<file path="config.mk">
export PLATFORM = sky130hd
export DESIGN_NAME = sdi_deser
export DESIGN_NICKNAME = d
export VERILOG_FILES = /design/src/rtl/sdi_pkg.sv /design/src/rtl/sdi_sync.sv /design/src/rtl/sdi_ctrl.sv /design/src/rtl/sdi_dpath.sv /design/src/rtl/sdi_deser.sv
export SDC_FILE = /design/constraint.sdc
export NUM_CORES = 1
export LEC_CHECK = 0
export BUFFER_PORTS_ARGS = -buffer_cell sky130_fd_sc_hd__buf_4
export CAP_MARGIN = 30
export CORE_AREA = 5 5 84 86
export DETAILED_ROUTE_END_ITERATION = 8
export DIE_AREA = 0 0 89 91
export PLACE_DENSITY = 0.69
export SKIP_CTS_REPAIR_TIMING = 1
export SLEW_MARGIN = 20
export SYNTH_ARGS = -nofsm -noshare
export SYNTH_HDL_FRONTEND = slang
export SYNTH_SLANG_ARGS = --single-unit
</file>
<file path="constraint.sdc">
create_clock -name clk -period 3.93 [get_ports clk]
set_input_delay 0.1965 -clock clk [delete_from_list [all_inputs] [get_ports clk]]
set_output_delay 0.1965 -clock clk [all_outputs]
set_load 0.005 [all_outputs]
</file>
<file path="src/rtl/sdi_pkg.sv">
package sdi_pkg;

  // Strobes from the control to the datapath
  typedef struct packed {
    logic startFrame;     // clear the shifter, a frame begins
    logic shiftEn;        // take one serial bit
    logic commitIn;       // write the extracted word to the input register
    logic commitOutNew;   // write the freshly extracted word to the output register
    logic commitOutHeld;  // copy the input register to the output register
  } sdiStrobe_t;

  typedef enum logic [1:0] {
    ST_IDLE = 2'd0,
    ST_RECV = 2'd1,
    ST_HOLD = 2'd2
  } sdiState_t;

endpackage

</file>
<file path="src/rtl/sdi_sync.sv">
module sdi_sync #(
  parameter int            W       = 6,
  parameter int            STAGES  = 2,
  parameter logic [W-1:0]  RST_VAL = '0
) (
  input  logic         clk,
  input  logic         rstN,
  input  logic [W-1:0] asyncIn,
  output logic [W-1:0] syncOut
);

  logic [W-1:0] chain [STAGES];

  generate
    for (genvar s = 0; s < STAGES; s++) begin : g_stage
      if (s == 0) begin : g_first
        always_ff @(posedge clk or negedge rstN) begin
          if (!rstN) chain[s] <= RST_VAL;
          else       chain[s] <= asyncIn;
        end
      end else begin : g_rest
        always_ff @(posedge clk or negedge rstN) begin
          if (!rstN) chain[s] <= RST_VAL;
          else       chain[s] <= chain[s-1];
        end
      end
    end
  endgenerate

  assign syncOut = chain[STAGES-1];

endmodule

</file>
<file path="src/rtl/sdi_ctrl.sv">
module sdi_ctrl
  import sdi_pkg::*;
#(
  parameter int FRAME_LEN = 16
) (
  input  logic       clk,
  input  logic       rstN,
  input  logic       clkLvl,
  input  logic       syncLvl,
  input  logic       loadLvl,
  input  logic       fmtLvl,
  input  logic       justLvl,
  output sdiStrobe_t strobe,
  output logic       modeFmt,
  output logic       modeJust,
  output logic       frameDone
);

  localparam int CNT_W = $clog2(FRAME_LEN + 1);
  localparam logic [CNT_W-1:0] LAST_BIT = CNT_W'(FRAME_LEN - 1);

  sdiState_t        state, nextState;
  logic [CNT_W-1:0] bitCnt;
  logic             prevClk, prevLoad;
  logic             armFlag;
  logic             clkFall, loadFall, loadRise;
  logic             frameOpen;

  assign clkFall   = prevClk & ~clkLvl;
  assign loadFall  = prevLoad & ~loadLvl;
  assign loadRise  = ~prevLoad & loadLvl;
  assign frameOpen = ~syncLvl;

  always_comb begin
    strobe    = '0;
    nextState = state;
    unique case (state)
      ST_IDLE: begin
        strobe.commitOutHeld = loadFall;
        if (frameOpen) begin
          strobe.startFrame = 1'b1;
          nextState         = ST_RECV;
        end
      end
      ST_RECV: begin
        if (!frameOpen) begin
          nextState = ST_IDLE;            // partial frame dropped
        end else if (clkFall) begin
          strobe.shiftEn = 1'b1;
          if (bitCnt == LAST_BIT) begin
            strobe.commitIn     = 1'b1;
            strobe.commitOutNew = armFlag & ~loadLvl;
            nextState           = ST_HOLD;
          end
        end
      end
      ST_HOLD: begin
        strobe.commitOutHeld = loadFall;
        if (!frameOpen) nextState = ST_IDLE;
      end
      default: nextState = ST_IDLE;
    endcase
  end

  always_ff @(posedge clk or negedge rstN) begin
    if (!rstN) begin
      state     <= ST_IDLE;
      bitCnt    <= '0;
      prevClk   <= 1'b1;
      prevLoad  <= 1'b1;
      armFlag   <= 1'b0;
      modeFmt   <= 1'b0;
      modeJust  <= 1'b0;
      frameDone <= 1'b0;
    end else begin
      state     <= nextState;
      prevClk   <= clkLvl;
      prevLoad  <= loadLvl;
      frameDone <= strobe.commitIn;
      if (strobe.startFrame) begin
        bitCnt   <= '0;
        armFlag  <= 1'b1;
        modeFmt  <= fmtLvl;
        modeJust <= justLvl;
      end else begin
        if (strobe.shiftEn) bitCnt <= bitCnt + 1'b1;
        if (state == ST_RECV && loadRise) armFlag <= 1'b0;
      end
    end
  end

endmodule

</file>
<file path="src/rtl/sdi_dpath.sv">
module sdi_dpath
  import sdi_pkg::*;
#(
  parameter int WORD_W    = 14,
  parameter int FRAME_LEN = 16
) (
  input  logic              clk,
  input  logic              rstN,
  input  sdiStrobe_t        strobe,
  input  logic              dataBit,
  input  logic              modeFmt,
  input  logic              modeJust,
  output logic [WORD_W-1:0] inWord,
  output logic [WORD_W-1:0] dacWord
);

  logic [FRAME_LEN-1:0] shiftReg, nextShift;
  logic [WORD_W-1:0]    window, newWord;

  always_comb begin
    nextShift = {shiftReg[FRAME_LEN-2:0], dataBit};
    // first received bit ends at the top of the shifter
    window = modeJust ? nextShift[FRAME_LEN-1 -: WORD_W] : nextShift[WORD_W-1:0];
    for (int k = 0; k < WORD_W; k++) begin
      newWord[k] = modeFmt ? window[k] : window[WORD_W-1-k];
    end
  end

  always_ff @(posedge clk or negedge rstN) begin
    if (!rstN) begin
      shiftReg <= '0;
      inWord   <= '0;
      dacWord  <= '0;
    end else begin
      if (strobe.startFrame)   shiftReg <= '0;
      else if (strobe.shiftEn) shiftReg <= nextShift;
      if (strobe.commitIn)     inWord   <= newWord;
      if (strobe.commitOutNew)       dacWord <= newWord;
      else if (strobe.commitOutHeld) dacWord <= inWord;
    end
  end

endmodule

</file>
<file path="src/rtl/sdi_deser.sv">
module sdi_deser
  import sdi_pkg::*;
#(
  parameter int WORD_W      = 14,
  parameter int FRAME_LEN   = 16,
  parameter int SYNC_STAGES = 2
) (
  input  logic              clk,
  input  logic              rstN,
  input  logic              serClk,
  input  logic              syncN,
  input  logic              serData,
  input  logic              loadN,
  input  logic              fmtSel,
  input  logic              justSel,
  output logic [WORD_W-1:0] inWord,
  output logic [WORD_W-1:0] dacWord,
  output logic              frameDone
);

  localparam int PIN_W = 6;

  logic [PIN_W-1:0] pinSync;
  logic             clkLvl, syncLvl, loadSync, dataLvl, fmtLvl, justLvl;
  sdiStrobe_t       strobe;
  logic             modeFmt, modeJust;

  sdi_sync #(
    .W      (PIN_W),
    .STAGES (SYNC_STAGES),
    .RST_VAL(6'b111000)
  ) u_sync (
    .clk    (clk),
    .rstN   (rstN),
    .asyncIn({serClk, syncN, loadN, serData, fmtSel, justSel}),
    .syncOut(pinSync)
  );

  assign {clkLvl, syncLvl, loadSync, dataLvl, fmtLvl, justLvl} = pinSync;

  sdi_ctrl #(.FRAME_LEN(FRAME_LEN)) u_ctrl (
    .clk      (clk),
    .rstN     (rstN),
    .clkLvl   (clkLvl),
    .syncLvl  (syncLvl),
    .loadLvl  (loadSync),
    .fmtLvl   (fmtLvl),
    .justLvl  (justLvl),
    .strobe   (strobe),
    .modeFmt  (modeFmt),
    .modeJust (modeJust),
    .frameDone(frameDone)
  );

  sdi_dpath #(.WORD_W(WORD_W), .FRAME_LEN(FRAME_LEN)) u_dpath (
    .clk     (clk),
    .rstN    (rstN),
    .strobe  (strobe),
    .dataBit (dataLvl),
    .modeFmt (modeFmt),
    .modeJust(modeJust),
    .inWord  (inWord),
    .dacWord (dacWord)
  );

endmodule

</file>
== Yosys cells after proc, flatten, opt, wreduce, memory -nomap -nowiden ==
Cells that the tools add are included.

* Output and inout bits: 29
* Flip-flop bits (word level): 68
* Input bits: 8

* Bitwise logic cells: 7
* Reductions and logical operators: 7
* Eq/ne operators: 7
* Muxes and demuxes: 36
* Add/subtract/negate cells: 1

{| class="wikitable"
|+ Operator list
! kind !! number
|-
| $mux W14 || 3
|-
| $mux W15 || 2
|-
| $mux W1 || 19
|-
| $mux W2 || 6
|-
| $mux W5 || 2
|-
| $mux W3 || 3
|-
| $ne A3 B2 Y1 const B || 2
|-
| $pmux W2 S3 || 1
|-
| $reduce_bool A2 Y1 || 3
|-
| $add A5 B1 Y5 const B || 1
|-
| $eq A5 B4 Y1 const B || 1
|-
| $and A1 B1 Y1 || 4
|-
| $ne A2 B2 Y1 const B || 2
|-
| $reduce_and A4 Y1 || 1
|-
| $not A1 Y1 || 3
|-
| $eq A2 B1 Y1 const B || 1
|-
| $eq A2 B2 Y1 const B || 1
|-
| $logic_not A2 Y1 || 1
|-
| $reduce_or A2 Y1 || 1
|-
| $logic_and A1 B1 Y1 || 1
|}

== Depth between registers and ports, before layout ==
Gate-level depths: netlist of run 1.

* Depth in word-level cells: 8
* Depth in mapped cells: 8
* Gate-level depth less buffers: 6

== Modules after synthesis ==
A second synthesis of run 1 with hierarchy kept.

* Cell total of the unflattened synthesis: 220
* Area, all modules: 3,128.0 µm²

{| class="wikitable"
|+ By module, submodules not included
! module !! area an instance (µm²) !! instances !! cells an instance
|-
| sdi_dpath || 2,193.4 || 1 || 149
|-
| sdi_ctrl || 581.8 || 1 || 53
|-
| sdi_sync || 352.8 || 1 || 18
|}

== Worst setup path before layout of run 1 ==
OpenSTA, ideal clock, no wires.

* Path type: flip-flop to flip-flop
* Start: reg u_ctrl.bitCnt[0]
* End: reg u_dpath.inWord[10]
* Arrival: 1,875 ps
* Setup time: 127 ps
* Path buffers: 2
* Stages on the path, launching flop included: 9
* Period minus slack after synthesis: 2,003 ps
* Setup slack: 1,927 ps
* Cell sequence: dfrtp_1 -> ha_1 -> and3_1 -> ha_1 -> and4b_1 -> and2_1 -> buf_4 -> buf_6 -> mux2_1

{| class="wikitable"
|+ RTL lines
! element !! line !! source
|-
| from (decl) || sdi_ctrl.sv:23 || <nowiki>logic [CNT_W-1:0] bitCnt;</nowiki>
|-
| from (signal assigned) || sdi_ctrl.sv:86 || <nowiki>if (strobe.shiftEn) bitCnt <= bitCnt + 1'b1;</nowiki>
|-
| to (signal assigned) || sdi_dpath.sv:37 || <nowiki>if (strobe.commitIn) inWord <= newWord;</nowiki>
|-
| to (decl) || sdi_dpath.sv:13 || <nowiki>output logic [WORD_W-1:0] inWord,</nowiki>
|}

== Final worst setup path of run 1 ==
* Start: reg u_ctrl.bitCnt[0]
* End: reg u_dpath.inWord[13]

* Word-level cells in the longest chain between the ends: 5

{| class="wikitable"
|+ RTL lines
! element !! line !! source
|-
| $eq A5 B4 Y1 || sdi_ctrl.sv:50 || <nowiki>if (bitCnt == LAST_BIT) begin</nowiki>
|-
| $mux W2 || sdi_ctrl.sv:50 ||
|-
| $mux W3 || sdi_ctrl.sv:48 || <nowiki>end else if (clkFall) begin</nowiki>
|-
| $mux W3 || sdi_ctrl.sv:46 || <nowiki>if (!frameOpen) begin</nowiki>
|-
| $mux W3 || sdi_ctrl.sv:37 || <nowiki>unique case (state)</nowiki>
|}

Every way passes these cells.
A chain may end at the register's enable or synchronous reset.

==> results.cfg, run 1 <==
[hold_path]
min_path_type = in2async

[grt]
grt_usage = 0.147
grt_pass1_vias = 1735
grt-ovfl-total = 0
grt_pass1_wl_mm = 9.05
grt_max_degree = 69
antenna_found_initial = 0

[placed_design]
portBuffers = 36
dp_hpwl_mm = 3.60
place_congestion = 0.777

[clock_tree]
clock_sinks = 68
clk_pin_slew_ns = 0.07
htreeDepth = 3
ctsLongestPathBuffers = 2
numCtsBuffers = 9
cts_tree = built
clk_latency_ns = 0.34
cts-root-buf = clkbuf_8

[pwr]
clkPwrFrac = 0.406
combPwrFrac = 0.052
p_per_area_mw_per_mm2 = 388
peakVddDrop_uv = 224
internal-power_mw = 1.07
p_sw_frac = 0.225
p_sw_mw = 0.310
p_seq_frac = 0.542
finalPower_mw = 1.38
leakage_nw = 1.70

[drt]
initialDrtViolationCount = 151
vias_per_cell = 5.59
wl_met3_um = 301
vias = 1767
wirelength_mm = 5.33
drc = 0
wl_met1_mm = 2.53
routed.top_layer = met4
wire_per_inst_um = 16.9
drt_pass1_iterations = 4
wl_met2_mm = 2.38
ant_nets = 0

[synth]
synth_cell_types = 36
synth_edf_count = 0
synth_adder_area_share = 0.00836
netlist_instances = 190
synth.ff_latch_count = 68
synth_top_family_by_area = multiplexers
synth_seq_area_share = 0.572
synthMuxAreaShare = 0.263
synthFlopType = dfrtp_1
ys_async_sr_fraction = 1.00
syn_avg_cell_area_um2 = 15.7
syn-cell-area_mm2 = 0.00299
syn_nets = 200
yosysWarnings = 0
synth-compound-area-share = 0.0757
yosys.area_share.xor_xnor = 0
synth-simple-area-share = 0.0502

[run_status]
violations = hold timing
status = complete, but fails checks

[cells_and_area]
layout_common_cells = dfrtp_1 (60), buf_4 (37), mux2_2 (29)
antenna_cells = 0
drive_above_1_share = 0.456
syn_to_final_growth_pct = 18.8
nNetsFinal = 244
final_common_cell = dfrtp_1

[sta]
period_needed_ns = 2.30
setup_tns_ns = 0
fmax_mhz = 436
final-max-slew-violation-count = 0
finalSetupViolations = 0
fin_crit_sh = 0.584
max_slew_margin = 0.454
whs_ns = -0.0360
final-hold-violation-count = 60
fin_skew_ns = 0.0101
worstMarginPinSlew_ns = 0.818
rsz0062_at_grt = false

[floorplan]
initial_core_util = 0.482
die_x_um = 89
coreArea_mm2 = 0.00620
rows = 29
die_y_um = 91
pin_count = 37
dieArea_mm2 = 0.00810

[setup_path]
cp_top_family = simple AND/OR/NAND/NOR gates
cpMostUsedCell = ha_1
worstPathCellList = ha_1 -> and3_1 -> ha_1 -> and4b_1 -> and2_1 -> mux2_2
cp_data_required_time_ns = 4.15
path_buf_inv = 0
worstSetupEndpointType = flop
crit_fanout = 16
crit_path_top_delay_cell = and2_1
cp-start-kind = flop
cp_slowest_stage_delay_ns = 0.64
worstSetupPathType = reg2reg
cp.arrival_ns = 2.51

[flow_run]
max_cap_violations = 0
[kinds of logic after synthesis]
kind of cell,Yosys count
compound gates,28
fa+ha+maj,2
buf+inv,15
flops,68
mux,56
simple gates,21
[metrics by stage]
stage | instances | setup slack, ns | util | instance area [um2]
2_1_floorplan | 190 | 1.93 | - | 2990
3_3_place_gp | 292 | 1.65 | 0.529 | 3280
3_5_place_dp | 294 | 1.65 | 0.532 | 3300
4_1_cts | 310 | 1.62 | 0.563 | 3490
5_1_grt | 316 | 1.45 | 0.573 | 3550
6_report | 316 | 1.63 | 0.573 | 3550
[layout make-up]
type	instances	area (um2)
timing repair buffer	44	349
clock inverter	4	50.0
inverter	4	15.0
tap	77	96.3
clock buffer	12	145
fill	491	2650
multi-input combinational	107	1190
sequential	68	1710
[state kept, by name, indices dropped and copies added (netlist names), 2 cells and up]
| name | flops |
|---|---|
| u_dpath.dacWord | 14 |
| u_ctrl.state | 2 |
| u_dpath.shiftReg | 15 |
| u_sync.syncOut | 6 |
| u_dpath.inWord | 14 |
| u_ctrl.bitCnt | 5 |
| u_sync.chain | 6 |
[routing by layer]
metal | GRT usage | vias to the layer above
met5 | 0 | -
met4 | 0.0707 | 0
met3 | 0.0380 | 12
met2 | 0.200 | 38
met1 | 0.217 | 908
li1 | - | 809
[cell usage after synthesis, types with 3 or more instances]
library cell | instances | area (um2)
dfrtp_1 | 60 | 1500
a22o_1 | 16 | 140
nor3_1 | 3 | 15.0
a21oi_1 | 3 | 15.0
buf_4 | 4 | 30.0
inv_1 | 3 | 11.3
nand3_1 | 3 | 15.0
mux2_2 | 29 | 327
dfstp_2 | 8 | 210
mux2_1 | 11 | 124
mux4_2 | 14 | 315
buf_2 | 5 | 25.0
[worst paths after layout]
path                                        from                  to  slack, ns  cells after the start
max in group asynchronous                   rstN  u_dpath.dacWord[4]       3.44                      1
min in group clk                 u_sync.chain[7]   u_sync.syncOut[1]       0.35                      0
worst max-delay path            u_ctrl.bitCnt[0]  u_dpath.inWord[13]       1.63                      6
worst max register to register  u_ctrl.bitCnt[0]  u_dpath.inWord[13]       1.63                      6
worst min-delay path                        rstN     u_ctrl.state[1]      -0.04                      1
worst min register to register   u_sync.chain[7]   u_sync.syncOut[1]       0.35                      0
[power by group through the flow]
stage	logic [mW]	registers, mW	clock network (mW)
global placement	0.0667	0.760	0
detailed placement	0.0692	0.761	0
CTS	0.0693	0.748	0.579
global route	0.0809	0.753	0.611
floorplan	0.0652	0.739	0
finish	0.0721	0.747	0.559
[worst register-to-register path: stages, from the launching register on]
cell,delay [ns]
dfrtp_1,0.38
ha_1,0.17
and3_1,0.16
ha_1,0.13
and4b_1,0.28
and2_1,0.64
mux2_2,0.41
(Power assumes the default switching activity.)
==> inputs of run 2 (changes only) <==
Settings changed: PLACE_DENSITY 0.69 to 0.71.
Clock period 3.93 ns to 1.95 ns, I/O delays scaled along.
==> run 2 against run 1 <==
Against the previous run: register-to-register slack worse by 1.6 ns; fmax up 19%; critical path type unchanged; final cell count up 3.2%; via count up 3.2%; final area up 7.6%; the flow now finishes without violations; global-route usage up 0.48 points; first-iteration DRC count down 52%; non-clock buffer count up 10; sequential power up 98%; clock power rose to 2.5 times the previous value; utilization up 4.4 points; flip-flop and latch count unchanged.
==> results.cfg, run 2 (synthesis gave the netlist of run 1 again) <==
[hold_path]
min_path_type = reg2reg

[grt]
grt_max_degree = 69
met2_usage = 0.215
grt_pass1_wl_mm = 9.51
grtUsageMet3 = 0.0362
antenna_found_initial = 0
grt-busiest-layer = met1
use_met1 = 0.224
grt_usage = 0.152
grt_pass1_vias = 1857
grt-ovfl-total = 0

[cells_and_area]
stdcell_count = 326
regMostFlops = u_dpath.shiftReg
antenna_cells = 0
drive_above_1_share = 0.530
layout_common_cells = dfrtp_1 (60), buf_4 (42), mux2_2 (22)
postLayoutCellArea_mm2 = 0.00383
reg_top3 = u_dpath.shiftReg (15), u_dpath.dacWord (14), u_dpath.inWord (14)
syn_to_final_growth_pct = 27.9
final_common_cell = dfrtp_1
largest_reg_flops = 15
nNetsFinal = 254

[pwr]
leakage_nw = 1.80
p_per_area_mw_per_mm2 = 810
p_sw_mw = 0.661
internal-power_mw = 2.44
combPwrFrac = 0.068
p_seq_frac = 0.476
p_sw_frac = 0.213
peakVddDrop_uv = 507
clkPwrFrac = 0.456

[drt]
wirelength_mm = 5.80
vias_per_cell = 5.60
ant_nets = 0
wire_per_inst_um = 17.8
drc = 0
initialDrtViolationCount = 72
vias = 1824
drt_pass1_iterations = 4

[setup_path]
cp.arrival_ns = 2.15
cp_data_required_time_ns = 2.17
cp_slowest_stage_delay_ns = 0.40
crit_path_top_delay_cell = dfrtp_1
worstPathCellList = ha_2 -> and3_4 -> ha_4 -> and4b_2 -> and2_4 -> clkbuf_16 -> mux2_4
cp-start-kind = flop
crit_fanout = 8
worstSetupEndpointType = flop
worstSetupPathType = reg2reg

[floorplan]
die_x_um = 89
die_y_um = 91
pin_count = 37
dieArea_mm2 = 0.00810
coreArea_mm2 = 0.00620
rows = 29
initial_core_util = 0.482

[run_status]
status = completed

[clock_tree]
cts_tree = built
clock_sinks = 68
ctsLongestPathBuffers = 2
clk_latency_ns = 0.33
htreeDepth = 3
numCtsBuffers = 9
cts-root-buf = clkbuf_8
clk_pin_slew_ns = 0.08

[sta]
finalSetupViolations = 0
max_slew_margin = 0.449
whs_ns = 0.352
fmax_mhz = 518
final-max-slew-violation-count = 0
final-hold-violation-count = 0
rsz0062_at_grt = true
fin_crit_sh = 0.990
period_needed_ns = 1.93
fin_skew_ns = 0.00838
worst_slack_ns = 0.0198
worstMarginPinSlew_ns = 0.827

[placed_design]
portBuffers = 36
dp_hpwl_mm = 3.72
place_area_mm2 = 0.00339
dp_cells = 300
preCtsSetupSlack_ns = -0.00628
place_congestion = 0.752

[flow_run]
max_cap_violations = 0
run 2: changes by cell type in the layout (fill, tap and decap cells not counted), sizes merged:
cell and change:
buf +8, clkinv +1, bufinv +2, dlygate4sd3 +1
clkinvlp -1, clkbuf -1
run 2: per-layer routing:
layer | vias up | share of wire
met5 | - | 0
met4 | 0 | 0.011
met3 | 7 | 0.048
met2 | 47 | 0.49
met1 | 937 | 0.45
li1 | 833 | -
run 2: metrics by stage:
step	util	setup TNS, ns	total power, mW
2_1_floorplan	-	0	1.62
3_3_place_gp	0.546	0	1.69
3_5_place_dp	0.547	-0.00667	1.70
4_1_cts	0.587	-0.0649	3.12
5_1_grt	0.617	-0.297	3.23
6_report	0.617	0	3.10
run 2: worst max-delay path, delay by kind of cell, from the launching register on:
family	cells	cell delay, ns
flip-flops	1	0.40
AND/OR/NAND/NOR	3	0.62
adder cells (fa/ha/maj)	2	0.33
multiplexers	1	0.30
buffers and inverters	1	0.17
run 2: final timing paths:
check | to | slack, ns | startpoint | depth (start not counted)
worst max register to register | u_dpath.inWord[12] | 0.02 | u_ctrl.bitCnt[1] | 7
max in group asynchronous | u_dpath.inWord[7] | 1.00 | rstN | 2
worst min-delay path | u_sync.syncOut[1] | 0.35 | u_sync.chain[7] | 0
min in group asynchronous | u_dpath.shiftReg[9] | 0.43 | rstN | 2
worst min register to register | u_sync.syncOut[1] | 0.35 | u_sync.chain[7] | 0
worst max-delay path | u_dpath.inWord[12] | 0.02 | u_ctrl.bitCnt[1] | 7
run 2: cell type report:
cell class	instances	area [um2]
timing repair buffer	54	490
tap	77	96.3
clock inverter	6	111
sequential	68	1710
inverter	4	15.0
multi-input combinational	107	1260
clock buffer	10	138
fill	463	2380
run 2: power by group through the flow:
| stage | logic, mW | clock network (mW) | registers [mW] |
|---|---|---|---|
| after floorplan | 0.132 | 0 | 1.49 |
| after global placement | 0.193 | 0 | 1.50 |
| after detailed placement | 0.199 | 0 | 1.50 |
| after CTS | 0.200 | 1.45 | 1.48 |
| after global routing | 0.232 | 1.52 | 1.48 |
| final | 0.211 | 1.41 | 1.48 |
==> inputs of run 3 (changes only) <==
Settings changed: ABC_AREA set to 1, CORE_AREA 5 5 84 86 to 5 5 83 85, DIE_AREA 0 0 89 91 to 0 0 88 90, PLACE_DENSITY 0.71 to 0.72.
==> run 3 against run 2 <==
Against the previous run: fmax grew 15%; clock skew is 0.0012 ns higher; routed wire length is 5.6% higher; sequential power about the same; largest power group unchanged; first-iteration DRC count up 110%; count of clock-buffer cells in the layout unchanged; critical endpoint is now u_dpath.dacWord[1]; register-to-register slack better by 0.26 ns; non-clock buffer count is 4 lower; combinational power rose by 36%.
==> results.cfg, run 3 <==
[run_status]
status = completed

[clock_tree]
cts_tree = built
numCtsBuffers = 9
cts-root-buf = clkbuf_8
clk_latency_ns = 0.34
ctsLongestPathBuffers = 2
htreeDepth = 3
clock_sinks = 68
clk_pin_slew_ns = 0.08

[cells_and_area]
fillers = 560
layout_common_cells = nand2_1 (121), nand3_1 (64), dfrtp_1 (60)
drive_above_1_share = 0.188
regArea_mm2 = 0.00171
final_common_cell = nand2_1
stdcell_count = 470
nNetsFinal = 398
antenna_cells = 0
largest_reg_flops = 15
reg_top3 = u_dpath.shiftReg (15), u_dpath.dacWord (14), u_dpath.inWord (14)
postLayoutCellArea_mm2 = 0.00359
syn_to_final_growth_pct = 21.3
regMostFlops = u_dpath.shiftReg
multi_input_area_mm2 = 0.00105

[synth]
syn_nets = 350
yosysTopAreaCellShare = 0.507
yosysMostFrequentCell = nand2_1
synth_top_area_cell = dfrtp_1
synth.ff_latch_count = 68
yosysWarnings = 0
ys_top_cells_by_count = nand2_1 (121), nand3_1 (64), dfrtp_1 (60), inv_1 (31), o22ai_1 (16)
syn-cell-area_mm2 = 0.00296
synthFlopType = dfrtp_1
yosys-top-cells-area = dfrtp_1 (51%), nand2_1 (15%), nand3_1 (11%)
ys_async_sr_fraction = 1.00
synth_cell_types = 24
synth_edf_count = 0
syn_avg_cell_area_um2 = 8.72
synth_seq_area_share = 0.577
netlist_instances = 340

[drt]
drt_pass1_iterations = 4
initialDrtViolationCount = 152
ant_nets = 0
wire_per_inst_um = 13.0
wirelength_mm = 6.12
vias = 2372
vias_per_cell = 5.05
drc = 0

[setup_path]
rrSetupSlack_ns = 0.28
crit_path_top_delay_cell = dfrtp_1
cp_slowest_stage_delay_ns = 0.39
reg2reg_to = u_dpath.dacWord[1]
worstSetupPathType = reg2reg
worstSetupEndpointType = flop
r2r_start = u_ctrl.bitCnt[0]
cp_data_required_time_ns = 2.23
cp-start-kind = flop
crit_fanout = 14
worstPathCellList = ha_1 -> nand2_1 -> nor2_1 -> ha_1 -> nand2_1 -> inv_1 -> nand3_4 -> nor2_4 -> nand2_1 -> nand3_1
reg2reg_depth = 10
cpMostUsedCell = nand2_1
cp.arrival_ns = 1.95
startpoint = u_ctrl.bitCnt[0]
endpoint = u_dpath.dacWord[1]

[pwr]
peakVddDrop_uv = 494
p_per_area_mw_per_mm2 = 837
finalPower_mw = 3.01
leakage_nw = 1.92

[hold_path]
min_path_type = reg2reg

[sta]
fin_skew_ns = 0.00956
final-hold-violation-count = 0
fin_crit_sh = 0.857
rsz0062_at_grt = false
max_slew_margin = 0.442
setup_tns_ns = 0
finalSetupViolations = 0
period_needed_ns = 1.67
worstMarginPinSlew_ns = 0.837
final-max-slew-violation-count = 0
fmax_mhz = 598

[placed_design]
dp_cells = 447
dp_hpwl_mm = 4.28
portBuffers = 36
place_area_mm2 = 0.00330
place_congestion = 0.806

[grt]
grt_pass1_wl_mm = 10.2
antenna_found_initial = 0
grt_pass1_vias = 2190
grt-ovfl-total = 0
grt_usage = 0.164
grt_max_degree = 69

[floorplan]
die_y_um = 90
rows = 29
die_x_um = 88
pin_count = 37
initial_core_util = 0.483
dieArea_mm2 = 0.00792
coreArea_mm2 = 0.00613

[flow_run]
max_cap_violations = 0
-- run 3: cell types whose count changed in the layout (fill, tap and decap cells not counted), moves of 5 or more --
cell / before / now
a22o_1: 16 / 0
inv_1: 3 / 31
mux2_2: 22 / 0
mux2_4: 14 / 0
mux4_2: 14 / 0
nand2_1: 1 / 121
nand3_1: 3 / 64
nor2_1: 2 / 7
o22ai_1: 0 / 16
-- run 3: metrics by stage --
| stage | util | hold WS (ns) | setup slack, ns |
|---|---|---|---|
| 2_1_floorplan | - | -0.198 | 0.391 |
| 3_3_place_gp | 0.538 | 0.206 | 0.310 |
| 3_5_place_dp | 0.538 | 0.207 | 0.263 |
| 4_1_cts | 0.575 | -0.162 | 0.253 |
| 5_1_grt | 0.586 | 0.357 | 0.0855 |
| 6_report | 0.586 | 0.352 | 0.278 |
-- run 3: how the worst min path moves through the flow --
stage	startpoint	endpoint	slack [ns]	depth (start not counted)
global placement	syncN	u_sync.chain[10]	0.21	1
floorplan	rstN	u_ctrl.armFlag	-0.20	0
detailed placement	syncN	u_sync.chain[10]	0.21	1
finish	u_sync.chain[7]	u_sync.syncOut[1]	0.35	0
CTS	syncN	u_sync.chain[10]	-0.16	1
global route	u_sync.chain[7]	u_sync.syncOut[1]	0.36	0
-- run 3: worst max-delay path: cells and delay by family (launching register included) --
family,cells,cell delay (ns)
buf+inv,1,0.09
fa+ha+maj,2,0.33
flops,1,0.39
simple gates,7,0.81
-- run 3: power breakdown --
part | total (mW) | internal, mW | switching, mW
Sequential | 1.46 | 1.45 | 0.0154
Clock | 1.26 | 0.751 | 0.510
Combinational | 0.286 | 0.0868 | 0.199
-- run 3: layout make-up --
class,count,share of cell area
multi-input cells,227,0.292
clock inverters,6,0.0244
inverters,32,0.0334
clock buffers,10,0.0383
repair buffers,50,0.109
flip-flops and latches,68,0.476
well taps,77,0.0268
-- run 3: metal layers --
metal	up-vias	wire length, um	global-route usage
li1	1192	-	-
met1	1126	2700	0.214
met2	45	2980	0.254
met3	9	334	0.0466
met4	0	109	0.0652
met5	-	0	0
-- run 3: logic make-up (layout without fill, tap and decap cells) --
kind of cell / after synthesis / after routing / synth area share
buf+inv: 45 / 98 / 0.0688
flops: 68 / 68 / 0.577
compound gates: 22 / 22 / 0.0447
fa+ha+maj: 2 / 2 / 0.00844
simple gates: 202 / 202 / 0.298
xor+xnor: 1 / 1 / 0.00296
